**src/rtl/irq_route_pkg.sv**
```systemverilog
package irq_route_pkg;

  localparam int REG_W      = 64;
  localparam int SLOT_MAX   = 4;
  localparam int SLOT_IDX_W = $clog2(SLOT_MAX);
  localparam int WIN_SHIFT  = 6;
  localparam int VEC_BASE   = SLOT_MAX;
  localparam int RAW_NUM    = 2 * SLOT_MAX;

  localparam logic [1:0] SZ_64 = 2'd3;
  localparam logic [1:0] SZ_32 = 2'd2;

  typedef enum logic [1:0] {
    RD_MASK   = 2'd0,
    RD_VEC    = 2'd1,
    RD_RAW    = 2'd2,
    RD_RAW_LO = 2'd3
  } rdKind_e;

  typedef struct packed {
    logic                  maskWe;
    logic [SLOT_IDX_W-1:0] slot;
    logic                  rdEn;
    rdKind_e               rdKind;
    logic                  err;
  } ctrlStrobe_t;

endpackage

```
**src/rtl/irq_route_ctrl.sv**
```systemverilog
module irq_route_ctrl
  import irq_route_pkg::*;
#(
  parameter int ADDR_W  = 12,
  parameter int NUM_CPU = 4
) (
  input  logic              clk,
  input  logic              rstN,
  input  logic              regValid,
  input  logic              regWrite,
  input  logic [ADDR_W-1:0] regAddr,
  input  logic [1:0]        regSize,
  output ctrlStrobe_t       ctrl
);

  localparam int IDX_W = ADDR_W - WIN_SHIFT;

  logic [IDX_W-1:0] regNum;
  logic             aligned;
  logic             isMask;
  logic             isVec;
  logic             isRaw;
  logic [IDX_W-1:0] vecOff;

  assign regNum  = regAddr[ADDR_W-1:WIN_SHIFT];
  assign aligned = (regAddr[WIN_SHIFT-1:0] == '0);
  assign vecOff  = regNum - IDX_W'(VEC_BASE);

  always_comb begin
    isMask = aligned && (regNum < IDX_W'(NUM_CPU));
    isVec  = aligned && (regNum >= IDX_W'(VEC_BASE)) &&
             (regNum < IDX_W'(VEC_BASE + NUM_CPU));
    isRaw  = aligned && (regNum == IDX_W'(RAW_NUM));
  end

  always_comb begin
    ctrl        = '0;
    ctrl.rdKind = RD_MASK;
    if (isVec) ctrl.slot = vecOff[SLOT_IDX_W-1:0];
    else       ctrl.slot = regNum[SLOT_IDX_W-1:0];
    if (regValid) begin
      if (regWrite) begin
        if (isMask && regSize == SZ_64) ctrl.maskWe = 1'b1;
        else                             ctrl.err    = 1'b1;
      end else begin
        if (regSize == SZ_64 && (isMask || isVec || isRaw)) begin
          ctrl.rdEn = 1'b1;
          if (isMask)     ctrl.rdKind = RD_MASK;
          else if (isVec) ctrl.rdKind = RD_VEC;
          else            ctrl.rdKind = RD_RAW;
        end else if (regSize == SZ_32 && isRaw) begin
          ctrl.rdEn   = 1'b1;
          ctrl.rdKind = RD_RAW_LO;
        end else begin
          ctrl.err = 1'b1;
        end
      end
    end
  end

  AST_ERR_EXCL: assert property (@(posedge clk) disable iff (!rstN)
    ctrl.err |-> (!ctrl.maskWe && !ctrl.rdEn));

  AST_IDLE_QUIET: assert property (@(posedge clk) disable iff (!rstN)
    !regValid |-> (!ctrl.err && !ctrl.maskWe && !ctrl.rdEn));

  AST_WRITE_NO_READ: assert property (@(posedge clk) disable iff (!rstN)
    (regValid && regWrite) |-> !ctrl.rdEn);

endmodule

```
**src/rtl/irq_route_dp.sv**
```systemverilog
module irq_route_dp
  import irq_route_pkg::*;
#(
  parameter int NUM_LINES = 64,
  parameter int NUM_CPU   = 4
) (
  input  logic                 clk,
  input  logic                 rstN,
  input  ctrlStrobe_t          ctrl,
  input  logic [REG_W-1:0]     regWdata,
  input  logic [NUM_LINES-1:0] devSet,
  input  logic [NUM_LINES-1:0] devClr,
  output logic [REG_W-1:0]     regRdata,
  output logic                 regErr,
  output logic [NUM_CPU-1:0]   cpuIrq
);

  logic [NUM_LINES-1:0] rawQ;
  logic [NUM_LINES-1:0] rawNext;
  logic [NUM_LINES-1:0] maskQ    [NUM_CPU];
  logic [NUM_LINES-1:0] maskNext [NUM_CPU];
  logic [NUM_LINES-1:0] vecQ     [NUM_CPU];
  logic [NUM_CPU-1:0]   irqQ;

  // set takes priority over clear on the same line
  assign rawNext = (rawQ & ~devClr) | devSet;

  always_ff @(posedge clk) begin
    if (!rstN) rawQ <= '0;
    else       rawQ <= rawNext;
  end

  for (genvar i = 0; i < NUM_CPU; i++) begin : gSlot
    assign maskNext[i] = (ctrl.maskWe && ctrl.slot == SLOT_IDX_W'(i)) ?
                         regWdata[NUM_LINES-1:0] : maskQ[i];

    always_ff @(posedge clk) begin
      if (!rstN) begin
        maskQ[i] <= '0;
        vecQ[i]  <= '0;
        irqQ[i]  <= 1'b0;
      end else begin
        maskQ[i] <= maskNext[i];
        vecQ[i]  <= maskNext[i] & rawNext;
        irqQ[i]  <= |vecQ[i];
      end
    end

    AST_VEC_MATCH: assert property (@(posedge clk) disable iff (!rstN)
      vecQ[i] == (maskQ[i] & rawQ));

    AST_SET_REACHES: assert property (@(posedge clk) disable iff (!rstN)
      (|(devSet & maskNext[i])) |=> (vecQ[i] != '0));

    AST_IRQ_LAG: assert property (@(posedge clk) disable iff (!rstN)
      1'b1 |=> (cpuIrq[i] == $past(vecQ[i] != '0)));

    AST_MASK_HOLD: assert property (@(posedge clk) disable iff (!rstN)
      !(ctrl.maskWe && ctrl.slot == SLOT_IDX_W'(i)) |=> $stable(maskQ[i]));
  end

  assign cpuIrq = irqQ;

  logic [NUM_LINES-1:0] rdLine;
  logic [REG_W-1:0]     rdVal;

  always_comb begin
    case (ctrl.rdKind)
      RD_MASK: rdLine = maskQ[ctrl.slot];
      RD_VEC:  rdLine = vecQ[ctrl.slot];
      default: rdLine = rawQ;
    endcase
    rdVal = '0;
    rdVal[NUM_LINES-1:0] = rdLine;
    if (ctrl.rdKind == RD_RAW_LO) rdVal[REG_W-1:REG_W/2] = '0;
  end

  always_ff @(posedge clk) begin
    if (!rstN) begin
      regRdata <= '0;
      regErr   <= 1'b0;
    end else begin
      regRdata <= ctrl.rdEn ? rdVal : '0;
      regErr   <= ctrl.err;
    end
  end

  AST_SET_WINS: assert property (@(posedge clk) disable iff (!rstN)
    (|devSet) |=> ((rawQ & $past(devSet)) == $past(devSet)));

  AST_RAW_QUIET: assert property (@(posedge clk) disable iff (!rstN)
    (!(|devSet) && !(|devClr)) |=> $stable(rawQ));

  AST_ERR_ZERO: assert property (@(posedge clk) disable iff (!rstN)
    regErr |-> (regRdata == '0));

endmodule

```
**src/rtl/irq_route_top.sv**
```systemverilog
module irq_route_top
  import irq_route_pkg::*;
#(
  parameter int ADDR_W    = 12,
  parameter int NUM_LINES = 64,
  parameter int NUM_CPU   = 4
) (
  input  logic                 clk,
  input  logic                 rstN,
  input  logic                 regValid,
  input  logic                 regWrite,
  input  logic [ADDR_W-1:0]    regAddr,
  input  logic [1:0]           regSize,
  input  logic [REG_W-1:0]     regWdata,
  output logic [REG_W-1:0]     regRdata,
  output logic                 regErr,
  input  logic [NUM_LINES-1:0] devSet,
  input  logic [NUM_LINES-1:0] devClr,
  output logic [NUM_CPU-1:0]   cpuIrq
);

  ctrlStrobe_t ctrl;

  irq_route_ctrl #(.ADDR_W(ADDR_W), .NUM_CPU(NUM_CPU)) uCtrl (
    .clk      (clk),
    .rstN     (rstN),
    .regValid (regValid),
    .regWrite (regWrite),
    .regAddr  (regAddr),
    .regSize  (regSize),
    .ctrl     (ctrl)
  );

  irq_route_dp #(.NUM_LINES(NUM_LINES), .NUM_CPU(NUM_CPU)) uDp (
    .clk      (clk),
    .rstN     (rstN),
    .ctrl     (ctrl),
    .regWdata (regWdata),
    .devSet   (devSet),
    .devClr   (devClr),
    .regRdata (regRdata),
    .regErr   (regErr),
    .cpuIrq   (cpuIrq)
  );

endmodule

```
**config.mk**
```make
export PLATFORM = sky130hd
export DESIGN_NAME = irq_route_top
export DESIGN_NICKNAME = d
export VERILOG_FILES = /design/src/rtl/irq_route_pkg.sv /design/src/rtl/irq_route_ctrl.sv /design/src/rtl/irq_route_dp.sv /design/src/rtl/irq_route_top.sv
export SDC_FILE = /design/constraint.sdc
export NUM_CORES = 1
export LEC_CHECK = 0
export ABC_AREA = 1
export BUFFER_PORTS_ARGS = -buffer_cell sky130_fd_sc_hd__buf_2
export CAP_MARGIN = 20
export CORE_ASPECT_RATIO = 2
export CORE_UTILIZATION = 35
export DETAILED_ROUTE_END_ITERATION = 8
export SETUP_SLACK_MARGIN = 0.02
export SYNTH_ARGS = -nofsm -noshare
export SYNTH_HDL_FRONTEND = slang
export SYNTH_SLANG_ARGS = --single-unit
```
**constraint.sdc**
```tcl
create_clock -name clk -period 1.6 [get_ports clk]
set_clock_uncertainty 0.05 [all_clocks]
set_input_delay 0.16 -clock clk [delete_from_list [all_inputs] [get_ports clk]]
set_output_delay 0.16 -clock clk [all_outputs]
set_load 0.005 [all_outputs]
```
Word level (Yosys, flattened, before mapping) --
Memories as Yosys holds them, arrays and structs flattened. Index checks and enable logic that the tools add are counted.
Storage, ports and cells: memories 2, RAM bits 512, register bits after elaboration 133, bits of input ports 210, logic and storage cells 91, output and inout port bits 69
Memories:
- uDp.maskQ | depth 4, bits a word 64, rd ports 5, clocked after Yosys merged registers in 0, write ports 4, line irq_route_dp.sv:20 | logic [NUM_LINES-1:0] maskQ [NUM_CPU];
- uDp.vecQ | depth 4, bits a word 64, rd ports 5, clocked after Yosys merged registers in 0, write ports 4, line irq_route_dp.sv:22 | logic [NUM_LINES-1:0] vecQ [NUM_CPU];
Operators by class: bitwise gates (word level) 17, equality and inequality tests 8, reductions and logical operators 23, muxes and demuxes 29, $lt $le $gt $ge 3, add/subtract/negate cells 1
Operator list (number):
- two-way mux 64 bit | 12
- AND 64 bit | 5
- OR reduction 64 bit | 4
- case mux 64 bit (2 select lines) | 1
- inverter 64 bit | 1
- OR 64 bit | 1
- logical AND 1 bit | 11
- == test 2 bit (second input constant) | 5
- two-way mux 1 bit | 9
- two-way mux 3 bit | 3
- OR 1 bit | 8
- == test 6 x 4 -> 1 bit (second input constant) | 1
- greater-or-equal comparator 6 x 3 -> 1 bit (second input constant) | 1
- logical NOT 6 bit | 1
- < comparator 6 x 3 -> 1 bit (second input constant) | 1
- < comparator 6 x 4 -> 1 bit (second input constant) | 1
- two-way mux 2 bit | 3
- == test 2 x 1 -> 1 bit (second input constant) | 2
- logical NOT 2 bit | 2
- two-way mux 4 bit | 1
- AND reduction 2 bit | 2
- OR reduction 3 bit | 1
- logical OR 1 bit | 2
- inverter 1 bit | 2
- subtractor 2 x 1 -> 2 bit (second input constant) | 1

Depth between registers and ports, before layout --
depth in word-level cells 11, mapped depth 14, depth with buffers taken out 13

Cells and area by module --
A second synthesis with hierarchy kept.
Unflattened totals: cells, all modules 4066, area total of the unflattened synthesis 27366.2 um2
Modules (own cells, without submodules):
- irq_route_dp | area each 27169.8 um2, seq. area each 12912.4 um2, cells an instance 4027, instances 1
- irq_route_ctrl | area each 196.4 um2, seq. area each 0.0 um2, cells an instance 39, instances 1

Worst setup path before layout --
OpenSTA, ideal clock, no wires.
path type in2reg, start in regAddr[11], end reg uDp.regRdata[62], required time 1.441 ns, setup time 0.109 ns, data arrival time 1.343 ns, cell stages on the path 10, slack 0.098 ns, path through nor2_1 > nand2_1 > nor2_2 > nand3_1 > buf_2 > clkbuf_1 > nand3_1 > nand3_1 > nand2_1 > inv_1
Between the ends: word-level cells in the longest chain between the ends 11, elaborated cells between the ends (all ways) 27
Ends and longest elaborated chain:
- start: declaration | line irq_route_top.sv:12 | input logic [ADDR_W-1:0] regAddr,
- greater-or-equal comparator 6 x 3 -> 1 bit | line irq_route_ctrl.sv:31 | isVec = aligned && (regNum >= IDX_W'(VEC_BASE)) &&
- logical AND 1 bit (2 in a row) | line irq_route_ctrl.sv:31
- logical OR 1 bit (2 in a row) | line irq_route_ctrl.sv:46 | if (regSize == SZ_64 && (isMask || isVec || isRaw)) begin
- logical AND 1 bit | line irq_route_ctrl.sv:46
- two-way mux 3 bit | line irq_route_ctrl.sv:46
- two-way mux 3 bit | line irq_route_ctrl.sv:42 | if (regWrite) begin
- two-way mux 4 bit | line irq_route_ctrl.sv:41 | if (regValid) begin
- == test 2 x 1 -> 1 bit, or another cell as far along | line irq_route_dp.sv:68 | case (ctrl.rdKind)
- case mux 64 bit (2 select lines) / OR reduction 3 bit (equally long branches)
- end signal: assignment | line irq_route_dp.sv:83 | regRdata <= ctrl.rdEn ? rdVal : '0;
- end: declaration | line irq_route_dp.sv:13 | output logic [REG_W-1:0] regRdata,
Parallel ways exist; a longest one is shown, timed or not. A chain may end at the register's enable or synchronous reset.

==> flow_summary.toml <==
[placed_design]
pre_cts_slack_ns = -0.527
placed_area_um2 = 28900
routabilityCongestion = 0.868
hpwlAfterDp_um = 63200
port_buffers = 278

[global_routing]
antenna_found_initial = 2
grt_pass1_wl_um = 137000
grt_max_degree = 77
gr-total-overflow = 0
grt_pass1_vias = 24600
grtUsageTotal_pct = 24.7

[power]
p_sw_mw = 7.75
pwr-share-clk_pct = 42.9
p_leak_nw = 17.1
ir_drop_mv = 0.803
p_sw_share_pct = 23.6
p_int_mw = 25.1
p_seq_share_pct = 49.4
total_power_mw = 32.8
pwr-share-comb_pct = 7.6
power.density_nw_per_um2 = 966

[sta]
hold_viol = 1
min_period_ns = 1.61
drv_slew = 0
tightest_slew_ns = 0.702
tns_ns = -0.0101
max_slew_margin_pct = 53.0
post-route-period-util_pct = 101
max_freq_mhz = 621
setup_ws_ns = -0.0101
rsz0062_at_grt = "true"
setup_violations = 1
hold_ws_ns = -0.00736

[setup_path]
worst_setup_path_end_kind = "flip-flop"
worstPathRequired_ns = 2.04
cp-start-kind = "flip-flop"
worst-setup-path-type = "reg2reg"
crit_arrival_ns = 2.05
path_max_fanout = 2

[cts]
cts_inserted_buffers = 55
clk_pin_slew_worst_paths_ns = 0.07
clock-sinks = 645
clk_path_buf_depth = 3
h-tree-depth = 2
cts-root-buf = "clkbuf_16"
clk_latency_ns = 0.62
cts_tree = "built"

[detailed_routing]
first_pass_iters = 6
wirelength_um = 97000
via_count = 24900
first_iter_violations = 1732
vias_per_cell = 5.17
final_antenna_net_count = 0
drc = 0
wire_per_inst_um = 20.2

[logic_synthesis]
synth_top_area_cell = "dfxtp_1"
synth_top_area_share_pct = 51.6
netlist_area_um2 = 25000
synth-seq-area-share_pct = 51.6
synthCells = 3269
synth_cell_types = 24
yosys_warnings = 0
ys_ff_latch = 645
syn_area_per_cell_um2 = 7.65
syn_nets = 3479
synthTopCellsByArea = "dfxtp_1 (52%), nor2_1 (8.9%), nand2_1 (7.0%), inv_1 (6.0%), a21oi_1 (5.2%)"

[die]
die_x_um = 191
die-height_um = 380
core_area_um2 = 70800
num_rows = 138
initial_core_util_pct = 35.3
num_io_pins = 279
die-area_um2 = 72600

[run_status]
status = "complete, but fails checks"
violations = "negative hold slack, negative setup slack"

[cells_and_area]
drive_gt1_share_pct = 16.9
layout_common_cells = "dfxtp_1 (643), nor2_1 (585), nand2_1 (460), inv_1 (394), buf_2 (275)"
fin_area_um2 = 34000
area.growth.synth_to_final_pct = 35.8
n_antenna_cell = 0
final_common_cell = "dfxtp_1"
final_nets = 4064

[min_path]
hp-class = "in2reg"

[run]
max_cap_viol_count = 0
critical path, stage by stage (launching register included):
cell,delay [ns]
dfxtp_1,0.32
nor4_1,0.39
buf_4,0.19
nand4_1,0.24
nor2_1,0.22
a21oi_2,0.08
area by class of cell:
cell class / instances / area [um^2]
fillers: 6915 / 36800
well taps: 910 / 1140
inverters: 400 / 1510
clock inverters: 21 / 251
clock buffers: 79 / 1610
flip-flops and latches: 645 / 12900
multi-input cells: 2025 / 10000
repair buffers: 727 / 6570
metal layers:
metal / wire length [um] / vias to the layer above / global-route usage [%]
li1: - / 11800 / -
met1: 37500 / 11800 / 28.2
met2: 48700 / 956 / 44.4
met3: 5240 / 281 / 2.37
met4: 5590 / 4 / 13.3
met5: 23 / - / 0
registers in the layout, summed over array words and instances (netlist names):
| signal | count |
|---|---|
| uDp.vecQ | 256 |
| uDp.maskQ | 256 |
| uDp.cpuIrq | 4 |
| uDp.rawQ | 64 |
| uDp.regRdata | 64 |
| uDp.regErr | 1 |
power groups by stage:
| stage | sequential, mW | combinational, mW | clock [mW] |
|---|---|---|---|
| after detailed placement | 16.6 | 1.96 | 0 |
| after CTS | 16.2 | 2.45 | 14.3 |
| after global routing | 16.2 | 2.68 | 14.9 |
| final | 16.2 | 2.50 | 14.1 |
| after global placement | 16.6 | 1.96 | 0 |
| after floorplan | 16.6 | 0.923 | 0 |
path summary, 6_finish.rpt:
kind,endpoint,cells past startpoint,slack (ns),startpoint
setup / recovery,uDp.cpuIrq[0]$_SDFF_PN0_,5,-0.01,uDp.vecQ[0][60]$_SDFF_PN0_
hold / removal,uDp.vecQ[3][38]$_SDFF_PN0_,4,-0.007,devClr[38]
setup reg to reg,uDp.cpuIrq[0]$_SDFF_PN0_,5,-0.01,uDp.vecQ[0][60]$_SDFF_PN0_
hold reg to reg,uDp.maskQ[3][27]$_SDFF_PN0_,2,0.47,uDp.maskQ[3][27]$_SDFF_PN0_
cells in the mapped netlist:
| cell type | number |
|---|---|
| dfxtp_1 | 645 |
| nor2_1 | 596 |
| nand2_1 | 464 |
| inv_1 | 397 |
| a21oi_1 | 261 |
| nand3_1 | 229 |
| o22ai_1 | 126 |
| nand4_1 | 114 |
| buf_2 | 76 |
| nor3_1 | 68 |
| nor4_1 | 64 |
| mux2i_1 | 63 |
| clkbuf_1 | 57 |
| buf_1 | 36 |
| a22oi_1 | 32 |
| buf_4 | 17 |
| buf_6 | 13 |
| inv_2 | 3 |
| nor2_2 | 3 |
| nand2_2 | 1 |
| nand4_2 | 1 |
| nor2_4 | 1 |
| o21ai_1 | 1 |
| o221ai_1 | 1 |
through the flow:
step	cells	hold WS, ns	utilization (%)
2_1_floorplan	3269	0.253	-
3_3_place_gp	4447	0.378	40.8
3_5_place_dp	4447	0.386	40.8
4_1_cts	4780	0.000167	46.9
5_1_grt	4807	0.0224	48.0
6_report	4807	-0.00736	48.0
logic make-up (layout without fill, tap and decap cells):
family	after synthesis	in the layout	synth area share, %
compound gates	421	421	9.38
buf+inv	599	1227	10.0
flops	645	645	51.6
mux	63	63	2.52
simple gates	1541	1541	26.5
repair_timing:
action | in CTS | in global routing
pin swaps | 4 | 13
endpoints found under the setup margin | 4 | 268
resized for setup | 19 | 73
endpoints found under the hold margin | 577 | 0
hold buffers | 233 | 0
cloned | 0 | 17
buffers inserted | 0 | 11
Note: power is estimated with default switching activity, not from simulation.
